`src/rtl/cfg_sync_pkg.sv`:
```
package cfg_sync_pkg;
   localparam int BYTE_W   = 8;
   localparam int SYNC_LEN = 4;

   // status word bit positions; a neighbouring sequencer decodes these
   localparam int ST_DONE_BIT = 0;
   localparam int ST_WTO_BIT  = 3;
   localparam int ST_LOCK_BIT = 4;

   typedef enum logic [1:0] {
      PH_HUNT   = 2'd0,
      PH_LOCKED = 2'd1,
      PH_FAILED = 2'd2
   } phase_e;

   function automatic logic [BYTE_W-1:0] sync_byte(input logic [1:0] pos);
      case (pos)
         2'd0:    return 8'h55;
         2'd1:    return 8'h99;
         2'd2:    return 8'hAA;
         default: return 8'h66;
      endcase
   endfunction
endpackage

```
`src/rtl/cfg_sync_matcher.sv`:
```
module cfg_sync_matcher
   import cfg_sync_pkg::*;
(
   input  logic              clk,
   input  logic              rst_n,
   input  logic              accept,
   input  logic [BYTE_W-1:0] data,
   input  logic              expire,
   output phase_e            phase,
   output logic              sync_pulse
);
   logic [1:0] match_idx;
   logic       hit;
   logic       last_hit;
   logic       restart;

   assign hit      = (data == sync_byte(match_idx));
   assign last_hit = accept && hit && (match_idx == 2'(SYNC_LEN - 1));
   assign restart  = (data == sync_byte(2'd0));

   always_ff @(posedge clk or negedge rst_n) begin
      if (!rst_n) begin
         phase      <= PH_HUNT;
         match_idx  <= 2'd0;
         sync_pulse <= 1'b0;
      end else begin
         sync_pulse <= 1'b0;
         if (phase == PH_HUNT) begin
            if (last_hit) begin
               phase      <= PH_LOCKED;
               sync_pulse <= 1'b1;
               match_idx  <= 2'd0;
            end else begin
               if (expire) phase <= PH_FAILED;
               if (accept) begin
                  if (hit)          match_idx <= match_idx + 2'd1;
                  else if (restart) match_idx <= 2'd1;
                  else              match_idx <= 2'd0;
               end
            end
         end
      end
   end
endmodule

```
`src/rtl/cfg_wdog.sv`:
```
module cfg_wdog #(
   parameter int W  = 16,
   parameter bit EN = 1'b1
) (
   input  logic         clk,
   input  logic         rst_n,
   input  logic         run,
   input  logic [W-1:0] limit,
   output logic         expire
);
   generate
      if (EN) begin : g_count
         logic [W-1:0] cnt;
         always_ff @(posedge clk or negedge rst_n) begin
            if (!rst_n)   cnt <= '0;
            else if (run) cnt <= cnt + W'(1);
         end
         assign expire = run && ((cnt + W'(1)) == limit);
      end else begin : g_off
         logic unused_in;
         assign unused_in = ^{clk, rst_n, run, limit};
         assign expire    = 1'b0;
      end
   endgenerate
endmodule

```
`src/rtl/cfg_stream_count.sv`:
```
module cfg_stream_count #(
   parameter int W = 16
) (
   input  logic         clk,
   input  logic         rst_n,
   input  logic         en,
   input  logic [W-1:0] len,
   output logic         done
);
   logic [W-1:0] cnt;
   logic [W-1:0] cnt_nxt;

   assign cnt_nxt = cnt + W'(1);

   always_ff @(posedge clk or negedge rst_n) begin
      if (!rst_n) begin
         cnt  <= '0;
         done <= 1'b0;
      end else if (en && !done) begin
         cnt <= cnt_nxt;
         if (cnt_nxt == len) done <= 1'b1;
      end
   end
endmodule

```
`src/rtl/cfg_sync_watch.sv`:
```
module cfg_sync_watch
   import cfg_sync_pkg::*;
#(
   parameter int WDOG_W   = 16,
   parameter int LEN_W    = 16,
   parameter int STATUS_W = 16,
   parameter bit WDOG_EN  = 1'b1
) (
   input  logic                cfg_clk,
   input  logic                rst_n,
   input  logic                port_sel,
   input  logic                port_wr,
   input  logic [BYTE_W-1:0]   port_data,
   input  logic [WDOG_W-1:0]   wdog_limit,
   input  logic [LEN_W-1:0]    stream_len,
   output logic                sync_pulse,
   output logic                init_low,
   output logic                stream_done,
   output logic [STATUS_W-1:0] status_word
);
   localparam int MIN_WDOG_W = 10;   // must hold the 513-clock minimum

   generate
      if (STATUS_W <= ST_LOCK_BIT) begin : g_bad_status
         $error("STATUS_W too narrow for the status bit map");
      end
      if (WDOG_W < MIN_WDOG_W) begin : g_bad_wdog
         $error("WDOG_W too narrow for the minimum watchdog limit");
      end
   endgenerate

   logic   accept;
   logic   expire;
   phase_e phase;

   assign accept = port_sel && port_wr;

   cfg_sync_matcher u_match (
      .clk        (cfg_clk),
      .rst_n      (rst_n),
      .accept     (accept),
      .data       (port_data),
      .expire     (expire),
      .phase      (phase),
      .sync_pulse (sync_pulse)
   );

   cfg_wdog #(.W(WDOG_W), .EN(WDOG_EN)) u_wdog (
      .clk    (cfg_clk),
      .rst_n  (rst_n),
      .run    (phase == PH_HUNT),
      .limit  (wdog_limit),
      .expire (expire)
   );

   cfg_stream_count #(.W(LEN_W)) u_count (
      .clk   (cfg_clk),
      .rst_n (rst_n),
      .en    (accept && (phase == PH_LOCKED)),
      .len   (stream_len),
      .done  (stream_done)
   );

   assign init_low = (phase == PH_FAILED);

   always_comb begin
      status_word              = '0;
      status_word[ST_DONE_BIT] = stream_done;
      status_word[ST_WTO_BIT]  = init_low;
      status_word[ST_LOCK_BIT] = (phase == PH_LOCKED);
   end
endmodule

```
`config.mk`:
```
export PLATFORM = sky130hd
export DESIGN_NAME = cfg_sync_watch
export DESIGN_NICKNAME = d
export VERILOG_FILES = /design/src/rtl/cfg_sync_pkg.sv /design/src/rtl/cfg_sync_matcher.sv /design/src/rtl/cfg_wdog.sv /design/src/rtl/cfg_stream_count.sv /design/src/rtl/cfg_sync_watch.sv
export SDC_FILE = /design/constraint.sdc
export NUM_CORES = 1
export LEC_CHECK = 0
export BUFFER_PORTS_ARGS = -buffer_cell sky130_fd_sc_hd__buf_4
export CORE_UTILIZATION = 59
export CTS_CLUSTER_SIZE = 24
export DETAILED_ROUTE_END_ITERATION = 8
export PLACE_DENSITY = 0.86
export SKIP_LAST_GASP = 1
export SYNTH_ARGS = -nofsm -noshare
export SYNTH_HDL_FRONTEND = slang
export SYNTH_SLANG_ARGS = --single-unit
```
`constraint.sdc`:
```
create_clock -name cfg_clk -period 4.6 [get_ports cfg_clk]
set_input_delay 0.23 -clock cfg_clk [delete_from_list [all_inputs] [get_ports cfg_clk]]
set_output_delay 0.23 -clock cfg_clk [all_outputs]
set_load 0.01 [all_outputs]
```
# After elaboration in Yosys (flattened, before gate mapping)
# Cells that the tools add are included.
# word_totals
reg_bits	38
inputBits	44
# op_classes
n_addsub	3
n_eq_ne	9
mux	9
n_reduce_logical	14
# ops
cell	n
$add 16x1->16 const B	2
$eq 16x16->1	2
$pmux 8 s3	1
$mux 2	5
$eq 8x7->1 const B	1
$eq 8x8->1	1
$eq 2x2->1 const B	3
$logic_and 1x1->1	6
$reduce_and 2->1	3
$eq 2x1->1 const B	2
$logic_not 2->1	2
$reduce_bool 2->1	2
$mux 1	3
$add 2x1->2 const B	1
$logic_not 1->1	1

# Logic depth before layout (Yosys ltp)
# logic_depth
depth_word	7
ltp_mapped	8
depth_no_buf	7

# Hierarchy
# A second synthesis with hierarchy kept.
# hier_totals
cells_unflattened	331
area_unflattened_um2	3027.9
# by_module_without_submodules
mod	n_inst	cells_each	area_each_um2
cfg_stream_count	1	143	1290.0
cfg_wdog	1	128	1191.1
cfg_sync_matcher	1	39	392.9
cfg_sync_watch	1	21	153.9

# Least setup slack after synthesis
# Ideal clock, no wire load.
# synth_path
kind	flip-flop to flip-flop
start	reg u_wdog.g_count.cnt[0]
end	reg u_match.phase[1]
setup_time_ns	0.067
t_arrival_ns	1.852
slack_ns	2.682
stages_incl_launch_ff	8
path_buffers	0
synth_period_minus_slack_ns	1.918
cell_sequence	dfrtp_1 -> ha_1 -> nand3_1 -> xnor2_1 -> nand4_1 -> a2111o_1 -> nor4_1 -> a41o_1
# synth_via
elab_chain_len	5
# synth_rtl
item	line	rtl
from (decl)	cfg_wdog.sv:13	logic [W-1:0] cnt;
from (signal assigned)	cfg_wdog.sv:16	else if (run) cnt <= cnt + W'(1);
$add 16x1->16	cfg_wdog.sv:18	assign expire = run && ((cnt + W'(1)) == limit);
$eq 16x16->1	cfg_wdog.sv:18	
$logic_and 1x1->1	cfg_wdog.sv:18	
$reduce_bool 2->1 (no source line)	--	
$reduce_and 2->1 (no source line)	--	
to (signal assigned)	cfg_sync_matcher.sv:23	phase <= PH_HUNT;
to (signal assigned)	cfg_sync_matcher.sv:30	phase <= PH_LOCKED;
to (signal assigned)	cfg_sync_matcher.sv:34	if (expire) phase <= PH_FAILED;
to (decl)	cfg_sync_matcher.sv:9	output phase_e phase,
# No other way between the ends.
# A chain may end at the register's enable or synchronous reset.

# Worst setup path in the final report
# layout_path
start	reg u_match.phase[1]
end	reg u_count.done
# layout_via
elab_chain_len	4
# layout_rtl
item	line	rtl
$eq 2x1->1	cfg_sync_watch.sv:59	.en (accept && (phase == PH_LOCKED)),
$logic_and 1x1->1	cfg_sync_watch.sv:59	
$logic_and 1x1->1	cfg_stream_count.sv:19	end else if (en && !done) begin
$reduce_and 2->1 (no source line)	--	
to (signal assigned)	cfg_stream_count.sv:18	done <= 1'b0;
to (signal assigned)	cfg_stream_count.sv:21	if (cnt_nxt == len) done <= 1'b1;
to (decl)	cfg_stream_count.sv:8	output logic done
# No other way between the ends.

==> results.txt <==
- Worst R2R Setup Slack: 2.39 ns
* Routed length per instance: 14.3 um
* Half-perimeter wire length of the detailed placement result: 4400 um
* Clock latency at the later pin of the worst-skew pair: 0.29 ns
- Cell internal power dissipation: 0.679 mW
- Num CTS Buffers: 5
- In this run the cell area of the synthesized design comes to 0.00281 mm^2.
- Summed over all layers, the global routing overflow is 0.
- In the final timing run, aggregate negative setup slack is 0 ns.
- Part of the total power dissipated in sequential elements: 42.9%
* Setup bufs post-CTS: 0
- Fin cells: 404
- Most used DFF post-synth: dfrtp_1
- Traced cell by cell, the critical path runs through nand2b_1 -> or3_1 -> nor4_1 -> nand3_1 -> nor4_1 -> a41o_1.
* Number of max-cap violations: 0
- Most common cell in the netlist: xnor2_1
* Synth cell count leaders: xnor2_1 (43), dfrtp_1 (38), xor2_1 (30)
- Once the floorplan was initialized, standard cells occupied 62.7% of the core.
- Slowest Stage Delay on Critical Path: 0.55 ns
- Global-route met3 utilization: 5.41%
* Highest fanout seen on the critical path: 11
- Hold worst-path end: u_match.match_idx[0]
- Clock skew on the completed layout was measured at 0.00443 ns.
- Number of buffers and inverters on the critical path: 0
- Power spread over the standard cell area amounts to 313 mW/mm^2.
- CTS HTree Levels: 2
- Worst r2r src: u_match.phase[1]
- In this run the biggest area consumer among cell types represents 33.9% of the synthesized area.
- Worst slack at placement: 2.43 ns
- Critical path launch point type: flop
- The die is 71.0 um tall.
- The synthesized netlist contains 54 unique library cells.
- Summed over all cells, the static leakage comes to 1.45 nW.
- CTS placed an instance of clkbuf_8 at the clock tree root.
- Worst slack on hold paths: 0.360 ns
- Clock Sink Count: 38
- The routed layout has 2316 vias.
- Final RePlAce weighted congestion: 0.956
- # placed instances: 395
* Most numerous cell on the critical path: nor4_1
- The post-route netlist has 17.3% of its cells at a drive strength greater than 1.
* Total of warnings raised by yosys: 0
- Global routing consumed, on the met2 layer, 44.1% of the routing resources.
- Per report_power, the clock group accounts for 27.5% of the total.
* Max Root-Sink Buffers: 2
- Highest-delay cell along the critical path: or3_1
- Pin placement for this block handled 63 I/O pins.
* Number of synthesized register bits: 38
- The number of antenna diodes in the final layout is 0.
- Of the synthesized area, sequential elements account for 33.9%.
- After layout, the worst setup slack is 2.39 ns.
- Worst reg-to-reg path cell count: 6
* Area of the die: 0.00504 mm^2
- The worst hold path passes through 4 cells.
- Final-stage net count: 399
- At the pin with the least slew margin, the transition time is 0.607 ns.
* Synthesized netlist cell count: 310
- The worst pin sits at a relative slew slack of 59.3%.
* Data arrival time of the worst path: 2.44 ns
- The critical path in this run is classified as flop to flop.
- The first TritonRoute pass finished after 6 iterations.
* Overall fraction of global-route tracks in use: 24.9%
* Required time worst endpoint: 4.83 ns
- Biggest area contributors in the synthesized netlist: dfrtp_1 (34%), xnor2_1 (13%), xor2_1 (9.4%), buf_4 (4.3%), nand2_1 (3.7%)
* Vias in the first global route: 2238
- Most used routing layer in global routing: met2
* Reg area: 951 um^2
- In this run, the number of DRC markers left after iteration 0 of detailed routing was 143.
- Timing would allow up to 0.453 GHz.
- STA classifies the critical path endpoint as a flop.
- Area delta synth->final: 14.8%
* Final worst path period share: 48.0%
- Among cell families on the critical path, the largest total delay comes from simple AND/OR/NAND/NOR gates.
- Post-synth EDFFs: 0
- Sw power: 0.330 mW
- At the end of the flow the core is filled with cells to 72.0%.
- Each instance of the synthesized netlist takes up on average 9.05 um^2.
- Violated checks: DRC
- The flow ran to the end, but the final reports show violations.
- The number of max-slew violations in the final report is 0.
* Number of inserted filler cells in the final layout: 360
* Power share of the combinational group: 29.6%
- TritonCTS built the clock tree.
- Area occupied by multi-input gates: 0.00171 mm^2
- The worst hold path begins at port_data[1].
* Peak supply drop: 0.000193 V
- Placement row count: 24
* Min-Delay Path Class: input port to flop
- Final number of setup-violating endpoints: 0
- Input/output buffers: 49
- Worst reg2reg path endpoint: u_count.done
* Global-route track usage on met1: 30.9%
- In the routed layout, each cell is associated on average with a via count of 5.73.
- Global-route wire length before repair: 9920 um
- Final antenna-violating net count: 0
- The count of endpoints failing hold in the final timing report is 0.
* Largest net degree at the start of global routing: 39
- Final worst path period need: 2.21 ns
- Net switching is 32.7% of the power.
- Cell taking the most area after synthesis: dfrtp_1
- DRC violations left: 4
- Unrepaired setup endpoints after global routing: false
- Core region area: 0.00447 mm^2
* Share of synthesized registers carrying an async set or reset: 100%
- Clock-pin slew was measured on the worst setup and hold paths at 0.07 ns.
* Horiz. Die Dim: 71.0 um
- The initial antenna violation count was 0.
- Detailed Route WL: 5760 um
## worst reg2reg max path, stage by stage (launching register included)
cell      delay (ns)
dfrtp_1         0.49
nand2b_1        0.22
or3_1           0.55
nor4_1          0.34
nand3_1         0.10
nor4_1          0.24
a41o_1          0.21
## per-stage QoR
step / power, mW / instance area, um^2
after global routing: 1.07 / 3220
after floorplan: 0.657 / 2850
after detailed placement: 0.734 / 3110
after CTS: 1.01 / 3220
final: 1.01 / 3220
after global placement: 0.722 / 3110
## logic make-up (layout without fill, tap and decap cells)
logic type / count (synthesis) / after routing / share of synthesized area [%]
and+or+nand+nor: 130 / 130 / 25.5
xor gates and xnor gates: 73 / 73 / 22.8
DFF: 38 / 38 / 33.9
buffers and inverters: 32 / 62 / 6.91
AOI/OAI and AO/OA: 29 / 29 / 7.89
adders and majority gates: 4 / 4 / 1.78
muxes: 3 / 3 / 1.11
other: 1 / 13 / 0.134
## power by group through the flow
stage | Combinational [mW] | Sequential (mW) | Clock, mW
detailed placement | 0.297 | 0.437 | 0
CTS | 0.300 | 0.431 | 0.283
finish | 0.299 | 0.432 | 0.277
global route | 0.330 | 0.438 | 0.300
floorplan | 0.248 | 0.409 | 0
global placement | 0.288 | 0.434 | 0
## what timing repair did
item                                   4_1_cts  5_1_grt
endpoints found under the hold margin       38        0
resized for setup                            0        0
hold buffers                                 1        0
## placed cells by master (no fill, tap or decap), types with 3 or more instances in the layout
cell type	instances
xor2_1	30
conb_1	13
clkbuf_8	5
nand2_1	28
nor4_1	8
inv_1	4
o21ai_0	7
and4_1	4
o31ai_1	3
nand4_1	8
nand2b_1	4
nor2_1	21
or3_1	5
nor3_1	14
ha_1	4
and3_1	3
a31oi_1	3
buf_4	49
nor2b_1	4
nand3_1	14
xnor2_1	43
dfrtp_1	38
## layout make-up
class | instances | share of cell area (%)
Tap cell | 52 | 2.02
Sequential cell | 38 | 29.5
Inverter | 4 | 0.466
Multi-Input combinational cell | 252 | 53.0
Clock buffer | 7 | 2.37
Timing Repair Buffer | 50 | 11.7
Clock inverter | 1 | 0.932
## layer usage
metal	part of all wire (%)	vias to the layer above
li1	-	1142
met1	42	1110
met2	52	54
met3	4.4	10
met4	1.7	0
met5	0	-
## state kept, by name, summed over array words and instances (netlist names)
| signal | flops |
|---|---|
| u_count.cnt | 16 |
| u_count.done | 1 |
| u_match.match_idx | 2 |
| u_match.phase | 2 |
| u_match.sync_pulse | 1 |
| u_wdog.g_count.cnt | 16 |
## how the worst max path moves through the flow
stage                                      from          endpoint  slack, ns  depth (start not counted)
after detailed placement       u_match.phase[1]      u_count.done       2.43                          6
after CTS                      u_match.phase[1]      u_count.done       2.41                          6
final                          u_match.phase[1]      u_count.done       2.39                          6
after floorplan           u_wdog.g_count.cnt[0]  u_match.phase[1]       2.68                          7
after global placement         u_match.phase[1]      u_count.done       2.53                          6
after global routing           u_match.phase[1]      u_count.done       2.24                          6
No activity file was read; power rests on OpenSTA's default activity.
